## src/rtl/gpio_irq_pkg.sv

```systemverilog
package gpio_irq_pkg;

  localparam int CFG_W = 8;
  localparam int TGT_W = 3;

  // Bit layout of a pin configuration register, MSB first.
  typedef struct packed {
    logic [TGT_W-1:0] tgt;     // 7:5 routing target
    logic             raw_en;  // 4   capture gate
    logic [1:0]       det;     // 3:2 detection field
    logic             pol;     // 1   polarity
    logic             en;      // 0   mask (1 = forward)
  } irq_cfg_t;

  // Detection decision for one pin on one clock.
  function automatic logic detect_hit(input int det_w, input logic [1:0] det,
                                      input logic pol, input logic cur,
                                      input logic prv);
    logic rise, fall, lvl;
    rise = cur & ~prv;
    fall = ~cur & prv;
    lvl  = pol ? cur : ~cur;
    if (det_w == 2) begin
      case (det)
        2'd0:    detect_hit = lvl;
        2'd1:    detect_hit = rise;
        2'd2:    detect_hit = fall;
        default: detect_hit = rise | fall;
      endcase
    end else begin
      detect_hit = det[0] ? (pol ? rise : fall) : lvl;
    end
  endfunction

endpackage

```

## src/rtl/gpio_irq_sync.sv

```systemverilog
module gpio_irq_sync #(
  parameter int STAGES = 2
) (
  input  logic clk,
  input  logic rst_n,
  input  logic d_i,
  output logic q_o
);
  logic [STAGES-1:0] chain_q;

  always_ff @(posedge clk) begin
    if (!rst_n) chain_q <= '0;
    else        chain_q <= {chain_q[STAGES-2:0], d_i};
  end

  assign q_o = chain_q[STAGES-1];
endmodule

```

## src/rtl/gpio_irq_pin.sv

```systemverilog
module gpio_irq_pin
  import gpio_irq_pkg::*;
#(
  parameter int DET_W   = 2,
  parameter bit ACK_VAL = 1'b1
) (
  input  logic             clk,
  input  logic             rst_n,
  input  logic             pad_i,
  input  logic             cfg_we,
  input  logic             sts_we,
  input  logic [CFG_W-1:0] wdata,
  output irq_cfg_t         cfg_o,
  output logic             status_o,
  output logic             in_o
);
  localparam logic [1:0] DET_MASK = (DET_W == 2) ? 2'b11 : 2'b01;

  irq_cfg_t cfg_q, cfg_new;
  logic     in_s, gated, gated_q, hit, ack, status_q;

  gpio_irq_sync #(.STAGES(2)) u_sync (
    .clk(clk), .rst_n(rst_n), .d_i(pad_i), .q_o(in_s)
  );

  // Named events for the checks below.
  assign gated = in_s & cfg_q.raw_en;
  assign hit   = cfg_q.raw_en &
                 detect_hit(DET_W, cfg_q.det, cfg_q.pol, gated, gated_q);
  assign ack   = sts_we & (wdata[0] == ACK_VAL);

  always_comb begin
    cfg_new     = irq_cfg_t'(wdata);
    cfg_new.det = cfg_new.det & DET_MASK;
  end

  always_ff @(posedge clk) begin
    if (!rst_n) begin
      cfg_q    <= '0;
      gated_q  <= 1'b0;
      status_q <= 1'b0;
    end else begin
      gated_q <= gated;
      if (cfg_we) cfg_q <= cfg_new;
      if (hit)      status_q <= 1'b1;   // detection outranks the clear
      else if (ack) status_q <= 1'b0;
    end
  end

  assign cfg_o    = cfg_q;
  assign status_o = status_q;
  assign in_o     = in_s;

  assert_hit_sets_R4: assert property (@(posedge clk) disable iff (!rst_n)
    hit |=> status_q);
  assert_ack_clears_R6: assert property (@(posedge clk) disable iff (!rst_n)
    (ack && !hit) |=> !status_q);
  assert_sticky_R6: assert property (@(posedge clk) disable iff (!rst_n)
    (status_q && !ack) |=> status_q);
  assert_set_wins_R7: assert property (@(posedge clk) disable iff (!rst_n)
    (hit && ack) |=> status_q);
  assert_gate_blocks_R8: assert property (@(posedge clk) disable iff (!rst_n)
    (!status_q && !cfg_q.raw_en) |=> !status_q);
endmodule

```

## src/rtl/gpio_irq_route.sv

```systemverilog
module gpio_irq_route
  import gpio_irq_pkg::*;
#(
  parameter int NUM_PINS = 4,
  parameter int NUM_OUT  = 2
) (
  input  logic                            clk,
  input  logic                            rst_n,
  input  logic [NUM_PINS-1:0]             en_i,
  input  logic [NUM_PINS-1:0]             sts_i,
  input  logic [NUM_PINS-1:0][TGT_W-1:0]  tgt_i,
  output logic [NUM_OUT-1:0]              irq_o
);
  logic [NUM_PINS-1:0] live;
  assign live = en_i & sts_i;

  for (genvar o = 0; o < NUM_OUT; o++) begin : g_out
    logic [NUM_PINS-1:0] sel_v;
    always_comb begin
      for (int i = 0; i < NUM_PINS; i++)
        sel_v[i] = live[i] && (tgt_i[i] == TGT_W'(o));
    end
    assign irq_o[o] = |sel_v;
  end

  assert_masked_quiet_R9: assert property (@(posedge clk) disable iff (!rst_n)
    (live == '0) |-> (irq_o == '0));
endmodule

```

## src/rtl/gpio_irq_ctrl.sv

```systemverilog
module gpio_irq_ctrl
  import gpio_irq_pkg::*;
#(
  parameter int NUM_PINS = 4,
  parameter int NUM_OUT  = 2,
  parameter int DET_W    = 2,
  parameter bit ACK_VAL  = 1'b1,
  localparam int PIN_W   = (NUM_PINS > 1) ? $clog2(NUM_PINS) : 1,
  localparam int AW      = PIN_W + 1
) (
  input  logic                clk,
  input  logic                rst_n,
  input  logic [NUM_PINS-1:0] pad_i,
  input  logic [AW-1:0]       reg_addr,
  input  logic                reg_we,
  input  logic [CFG_W-1:0]    reg_wdata,
  output logic [CFG_W-1:0]    reg_rdata,
  output logic [NUM_OUT-1:0]  irq_o
);
  logic [PIN_W-1:0] pin_sel;
  logic             sts_sel;
  assign pin_sel = reg_addr[AW-1:1];
  assign sts_sel = reg_addr[0];

  irq_cfg_t                       cfg_w [NUM_PINS];
  logic [NUM_PINS-1:0]            sts_w, in_w, en_w;
  logic [NUM_PINS-1:0][TGT_W-1:0] tgt_w;

  for (genvar i = 0; i < NUM_PINS; i++) begin : g_pin
    logic hit_pin;
    assign hit_pin = (pin_sel == PIN_W'(i));
    gpio_irq_pin #(.DET_W(DET_W), .ACK_VAL(ACK_VAL)) u_pin (
      .clk(clk), .rst_n(rst_n), .pad_i(pad_i[i]),
      .cfg_we(reg_we & hit_pin & ~sts_sel),
      .sts_we(reg_we & hit_pin & sts_sel),
      .wdata(reg_wdata),
      .cfg_o(cfg_w[i]), .status_o(sts_w[i]), .in_o(in_w[i])
    );
    assign en_w[i]  = cfg_w[i].en;
    assign tgt_w[i] = cfg_w[i].tgt;
  end

  always_comb begin
    reg_rdata = '0;
    for (int i = 0; i < NUM_PINS; i++) begin
      if (pin_sel == PIN_W'(i))
        reg_rdata = sts_sel ? {6'b0, in_w[i], sts_w[i]} : CFG_W'(cfg_w[i]);
    end
  end

  gpio_irq_route #(.NUM_PINS(NUM_PINS), .NUM_OUT(NUM_OUT)) u_route (
    .clk(clk), .rst_n(rst_n), .en_i(en_w), .sts_i(sts_w), .tgt_i(tgt_w),
    .irq_o(irq_o)
  );
endmodule

```

## config.mk

```make
export PLATFORM = sky130hd
export DESIGN_NAME = gpio_irq_ctrl
export DESIGN_NICKNAME = d
export VERILOG_FILES = /design/src/rtl/gpio_irq_pkg.sv /design/src/rtl/gpio_irq_sync.sv /design/src/rtl/gpio_irq_pin.sv /design/src/rtl/gpio_irq_route.sv /design/src/rtl/gpio_irq_ctrl.sv
export SDC_FILE = /design/constraint.sdc
export NUM_CORES = 1
export LEC_CHECK = 0
export ABC_CLOCK_PERIOD_IN_PS = 2000
export BUFFER_PORTS_ARGS = -buffer_cell sky130_fd_sc_hd__buf_2
export CAP_MARGIN = 40
export CELL_PAD_IN_SITES_DETAIL_PLACEMENT = 2
export CELL_PAD_IN_SITES_GLOBAL_PLACEMENT = 2
export CORE_ASPECT_RATIO = 0.5
export CORE_MARGIN = 5
export CORE_UTILIZATION = 39
export CTS_BUF_LIST = sky130_fd_sc_hd__clkbuf_2 sky130_fd_sc_hd__clkbuf_4 sky130_fd_sc_hd__clkbuf_8
export CTS_CLUSTER_DIAMETER = 50
export DETAILED_ROUTE_END_ITERATION = 12
export GPL_TIMING_DRIVEN = 0
export PLACE_DENSITY_LB_ADDON = 0.25
export SLEW_MARGIN = 20
export SYNTH_ARGS = -nofsm -noshare
export SYNTH_HDL_FRONTEND = slang
export SYNTH_SLANG_ARGS = --single-unit
```

## constraint.sdc

```tcl
create_clock -name clk -period 2 [get_ports clk]
set_clock_uncertainty 0.2 [all_clocks]
set_input_delay 0.1 -clock clk [delete_from_list [all_inputs] [get_ports clk]]
set_output_delay 0.1 -clock clk [all_outputs]
set_load 0.005 [all_outputs]
```

Word-level counts from Yosys, hierarchy flattened

Index checks and enable logic that the tools add are counted.

Register bits after elaboration: 48
Input bits: 18
Output and inout bits: 10

Equal/unequal tests: 15
Mux-type cells: 24
Bitwise operators: 46
Reduce and logical (&&, ||, !) cells: 23

Operator list:

| cell                                                 | number |
|---|---|
| 2-to-1 mux 8 bit                                     | 8 |
| AND 1 bit                                            | 32 |
| equality test 2 bit (second input constant)          | 6 |
| equality test 3 x 1 -> 1 bit (second input constant) | 4 |
| zero test 3 bit                                      | 4 |
| 2-to-1 mux 1 bit                                     | 12 |
| one-hot mux 1 bit (3 select lines)                   | 4 |
| equality test 2 x 1 -> 1 bit (second input constant) | 5 |
| zero test 2 bit                                      | 5 |
| inverter 1 bit                                       | 9 |
| logical AND 1 bit                                    | 8 |
| nonzero test 2 bit                                   | 4 |
| OR reduction 4 bit                                   | 2 |
| AND 4 bit                                            | 1 |
| bitwise OR 1 bit                                     | 4 |

Logic depth before layout (Yosys ltp)

Depth after elaboration: 7
Mapped depth: 6

Cells and area by module

A second synthesis with hierarchy kept.

Cell total of the unflattened synthesis: 241
Area, all modules: 2474.9 µm²

Modules (own cells, without submodules):

| module         | times used | cells each | area an instance (µm²) |
|---|---|---|---|
| gpio_irq_pin   | 4          | 44         | 446.7 |
| gpio_irq_ctrl  | 1          | 35         | 387.9 |
| gpio_irq_sync  | 4          | 4          | 52.6 |
| gpio_irq_route | 1          | 14         | 90.1 |

Least setup slack after synthesis

OpenSTA, ideal clock, no wires.

Path kind: register to register
From: register g_pin[0].u_pin.cfg_q (netlist bit g_pin[0].u_pin.cfg_o[4])
To: register g_pin[0].u_pin.status_q
Library setup time: 0.060 ns
Arrival time: 1.164 ns
Setup slack: 0.576 ns
Stages on the path, launching flop included: 7
Path buffers: 0
Period minus slack after synthesis: 1.424 ns
Cells stage by stage: dfxtp_1 nand2_1 inv_1 ha_1 and2_1 o21ai_0 a41o_1

Word-level cells in the longest chain between the ends: 7

RTL lines:

| item                                                          | RTL line                               | source |
|---|---|---|
| from (decl)                                                   | gpio_irq_pin.sv:19                     | `irq_cfg_t cfg_q, cfg_new;` |
| from (signal assigned)                                        | gpio_irq_pin.sv:44                     | `if (cfg_we) cfg_q <= cfg_new;` |
| AND 1 bit *                                                   | gpio_irq_pin.sv:27                     | `assign gated = in_s & cfg_q.raw_en;` |
| named net g_pin[0].u_pin.gated                                | gpio_irq_pin.sv:20                     | `logic in_s, gated, gated_q, hit, ack, status_q;` |
| inverter 1 bit                                                | gpio_irq_pkg.sv:21, gpio_irq_pkg.sv:22 |  |
| AND 1 bit                                                     | gpio_irq_pkg.sv:21                     | `fall = ~cur & prv;` |
| bitwise OR 1 bit                                              | gpio_irq_pkg.sv:28                     | `default: detect_hit = rise \| fall;` |
| one-hot mux 1 bit (3 select lines) *                          | gpio_irq_pkg.sv:24                     | `case (det)` |
| AND 1 bit *                                                   | gpio_irq_pin.sv:28                     | `assign hit = cfg_q.raw_en &` |
| 2-to-1 mux 1 bit / nonzero test 2 bit (equally long branches) | --                                     |  |
| to (signal assigned)                                          | gpio_irq_pin.sv:41                     | `status_q <= 1'b0;` |
| to (signal assigned)                                          | gpio_irq_pin.sv:45                     | `if (hit) status_q <= 1'b1;` |
| to (signal assigned)                                          | gpio_irq_pin.sv:46                     | `else if (ack) status_q <= 1'b0;` |
| to (decl)                                                     | gpio_irq_pin.sv:20                     |  |

Mark *: on every way through the listed nets, which the timed path passes. The rest lies on a longest branch.
A chain may end at the register's enable or synchronous reset.

Worst setup path in the final report

From: register g_pin[1].u_pin.status_q
To: output irq_o[0]

Word-level cells in the longest chain between the ends: 3

RTL lines:

| item                   | RTL line             | source |
|---|---|---|
| from (decl)            | gpio_irq_pin.sv:20   |  |
| from (signal assigned) | gpio_irq_pin.sv:41   |  |
| from (signal assigned) | gpio_irq_pin.sv:45   |  |
| from (signal assigned) | gpio_irq_pin.sv:46   |  |
| AND 4 bit              | gpio_irq_route.sv:15 | `assign live = en_i & sts_i;` |
| logical AND 1 bit      | gpio_irq_route.sv:21 | `sel_v[i] = live[i] && (tgt_i[i] == TGT_W'(o));` |
| OR reduction 4 bit     | gpio_irq_route.sv:23 | `assign irq_o[o] = \|sel_v;` |
| to (decl)              | gpio_irq_ctrl.sv:18  | `output logic [NUM_OUT-1:0] irq_o` |

Every way passes these cells.

==> results by group <==
Die
  – Die Ht: roughly 67 um
  – Site row count: 20
  – Core Area: between 6000 and 7000 um^2
  – Die area: 8340 um^2
  – Die width: between 100 and 150 um
  – Initial Util: 41.0%
  – IO Count: 28

Timing
  – Setup Viol. Count Final: 0
  – Worst setup margin: roughly 0.042 ns
  – Max transition margin: approximately three fifths
  – Fin crit period: just under 2 ns
  – Min Hold Slack: approximately 0.11 ns
  – Slew Viols, Final: 0
  – Period utilization: a little over nine tenths
  – Actual slew at the worst max-slew pin: about 0.6 ns
  – Maximum clock rate: just over 500 MHz
  – Final Hold Vio Count: 0

Synthesis
  – Syn Inst Count: approximately 260
  – Avg Cell Area, Syn: 9.94 um^2
  – Synth warn: 0
  – #FFs+latches synth: between 40 and 50
  – Yosys top cell area share: between 30% and 40%
  – Predominant post-synthesis flop cell: dfxtp_1
  – Sequential share of the synthesized area: 37.8%
  – Leading area contributor after synthesis: dfxtp_1
  – Syn Nets: roughly 280
  – Mapped cell area: between 2000 and 3000 um^2
  – Ys async rst share: 0%
  – Synth top area cells: dfxtp_1, nand2_1, mux2i_1, mux4_2, nor2b_1
  – Unique masters post-synth: 38
  – Number of flops mapped to enable cells by yosys: 0

Worst setup path
  – Reg2reg start: g_pin[2].u_pin.cfg_o[4]
  – CP Max Fanout: 3
  – Worst Setup EP: irq_o[0]
  – Worst R2R Path Depth: 6
  – Req. time, crit path: between 1.5 and 2 ns
  – Worst EP arrival: 1.66 ns
  – Critical path's largest stage delay: 0.53 ns
  – Crit. End Element: output port
  – Worst Setup Start Kind: flop
  – Crit Path Class: reg -> out
  – R2R Setup Slk: about 0.26 ns
  – Worst Setup SP: g_pin[1].u_pin.status_o
  – Critical Path Slowest Stage Cell: or4bb_4
  – Worst path cell trace: or4bb_4 > o22ai_1 > or3_1 > buf_2
  – FF-to-FF End: g_pin[2].u_pin.status_o

Clock tree
  – Cts bufs inserted: 5
  – H-tree levels: 2
  – Clk buf depth: 2
  – Root cell of the clock tree: clkbuf_8
  – Latest clock arrival within the worst-skew pair: about 0.31 ns
  – Sink Count: 48
  – Clock Pin Slew Worst Setup and Hold Paths: ~0.090 ns
  – Total setup buffers inserted after CTS: 0
  – CTS tree: done

Run status
  – Outcome: finished, final reports clean

Routing
  – Wirelength, routed: approximately 8.4 mm
  – Avg WL per Cell: 21.3 um
  – DRC: 0
  – Pre-antenna DRT Iters: 4
  – Vias after detailed routing: between 2k and 2.5k
  – Number of routed nets with antenna violations: 0
  – Initial DRC count: between 80 and 90
  – Vias/cell: roughly 5.6

GRT
  – Vias in the first global route: about 2.5k
  – Largest net degree at the start of global routing: 14
  – Initial antenna violation count: 0
  – Global-route wire length before repair: approximately 14 mm
  – Overall routing resource usage: a little over a fifth
  – Total grt overflow: 0

Final layout
  – Most frequent cells in the layout: dfxtp_1, nand2_1, buf_2, nor2b_1, dlygate4sd3_1
  – Layout Nets: approximately 330
  – Footprint of the multi-input gates: between 1000 and 1500 um^2
  – FF/Latch Area: ~960 um^2
  – N_diodes: 0
  – Post-layout util: between 40% and 50%
  – Share of layout cells above drive strength 1: a little under a fifth
  – Area Growth Syn to Fin: 21.0%
  – Fill count: between 600 and 700
  – Most common cell after layout, fill and taps aside: dfxtp_1

Power and ir drop
  – Pwr/cell area: 605 nW/um^2
  – Static Leak: between 0.001 and 0.0015 uW
  – Worst IR drop on VDD: 0.000228 V

Placement
  – HPWL Detailed: a little under 6 mm
  – # port buffers: 24
  – Dpl ws: 0.324 ns
  – GPL Wtd Cong: about 0.8

Flow run
  – Max-cap violation count: 0

Hold path
  – HP Class: in -> reg
[cells in the mapped netlist (all sizes together) (5+ instances only)]
cell type  instances
a21boi            16
and2              12
buf                9
clkbuf             6
dfxtp             48
ha                 8
inv               12
mux2i             16
mux4              10
nand2             43
nand3              5
nand4b             5
nor2               5
nor2b             22
[per-layer routing]
metal	part of all wire (%)	wire length (um)	vias up	track usage, %
met5	0	0	-	0
met4	1.5	128	0	5.74
met3	4.5	379	14	4.56
met2	49	4130	54	40.5
met1	45	3770	1141	24.6
li1	-	-	1005	-
[flip-flops by register name, indices dropped and copies added (netlist names)]
register,count
g_pin.u_pin.status_o,4
g_pin.u_pin.u_sync.chain_q,8
g_pin.u_pin.cfg_o,32
g_pin.u_pin.gated_q,4
[metrics by stage]
step	instance area, um^2	total power [uW]	std cells	setup TNS (ns)
global placement	2770	1200	368	0
finish	3080	1860	395	0
global route	3080	1940	395	-0.000480
floorplan	2540	1130	256	0
CTS	3070	1870	395	0
detailed placement	2770	1210	368	0
[report_power, final]
group	internal [uW]	switching [uW]	total [uW]
combinational	104	106	210
sequential	978	26.0	1000
clock	309	341	650
[cells by family (layout without fill, tap and decap cells)]
group / count (synthesis) / after routing / share of synthesized area [%]
AO/OA/AOI/OAI: 38 / 38 / 11.3
adder cells (fa/ha/maj): 8 / 8 / 3.94
buffers and inverters: 27 / 78 / 6.44
flip-flops: 48 / 48 / 37.8
multiplexers: 26 / 26 / 15.6
AND/OR/NAND/NOR: 109 / 109 / 24.9
[worst max-delay path, delay by kind of cell, from the launching register on]
| family | cells | cell delay (ns) |
|---|---|---|
| AOI/OAI and AO/OA | 1 | 0.19 |
| buffers and inverters | 1 | 0.11 |
| DFF | 1 | 0.38 |
| and+or+nand+nor | 2 | 0.66 |
[what timing repair did]
| action | 4_1_cts | 5_1_grt |
|---|---|---|
| endpoints found under the hold margin | 36 | 0 |
| gates resized for setup | 0 | 3 |
| hold buffers | 20 | 0 |
| setup endpoints to repair | 0 | 2 |
[cell type report]
class | instances | area share, %
buffer | 15 | 3.86
clock buffer | 7 | 3.13
inverter | 12 | 1.46
multi-input combinational | 181 | 46.2
sequential | 48 | 31.3
tap | 88 | 3.58
timing repair buffer | 44 | 10.4
[worst min-delay path by stage]
| stage | start | to | slack, ns | cells past startpoint |
|---|---|---|---|---|
| 2_1_floorplan | pad_i[0] | g_pin[0].u_pin.u_sync.chain_q[0] | 0.03 | 1 |
| 3_3_place_gp | pad_i[0] | g_pin[0].u_pin.u_sync.chain_q[0] | 0.11 | 2 |
| 3_5_place_dp | pad_i[3] | g_pin[3].u_pin.u_sync.chain_q[0] | 0.11 | 2 |
| 4_1_cts | rst_n | g_pin[2].u_pin.status_o | 0.1 | 3 |
| 5_1_grt | rst_n | g_pin[2].u_pin.status_o | 0.14 | 3 |
| 6_report | reg_we | g_pin[0].u_pin.status_o | 0.11 | 4 |
Power figures use the tool's default switching activity.
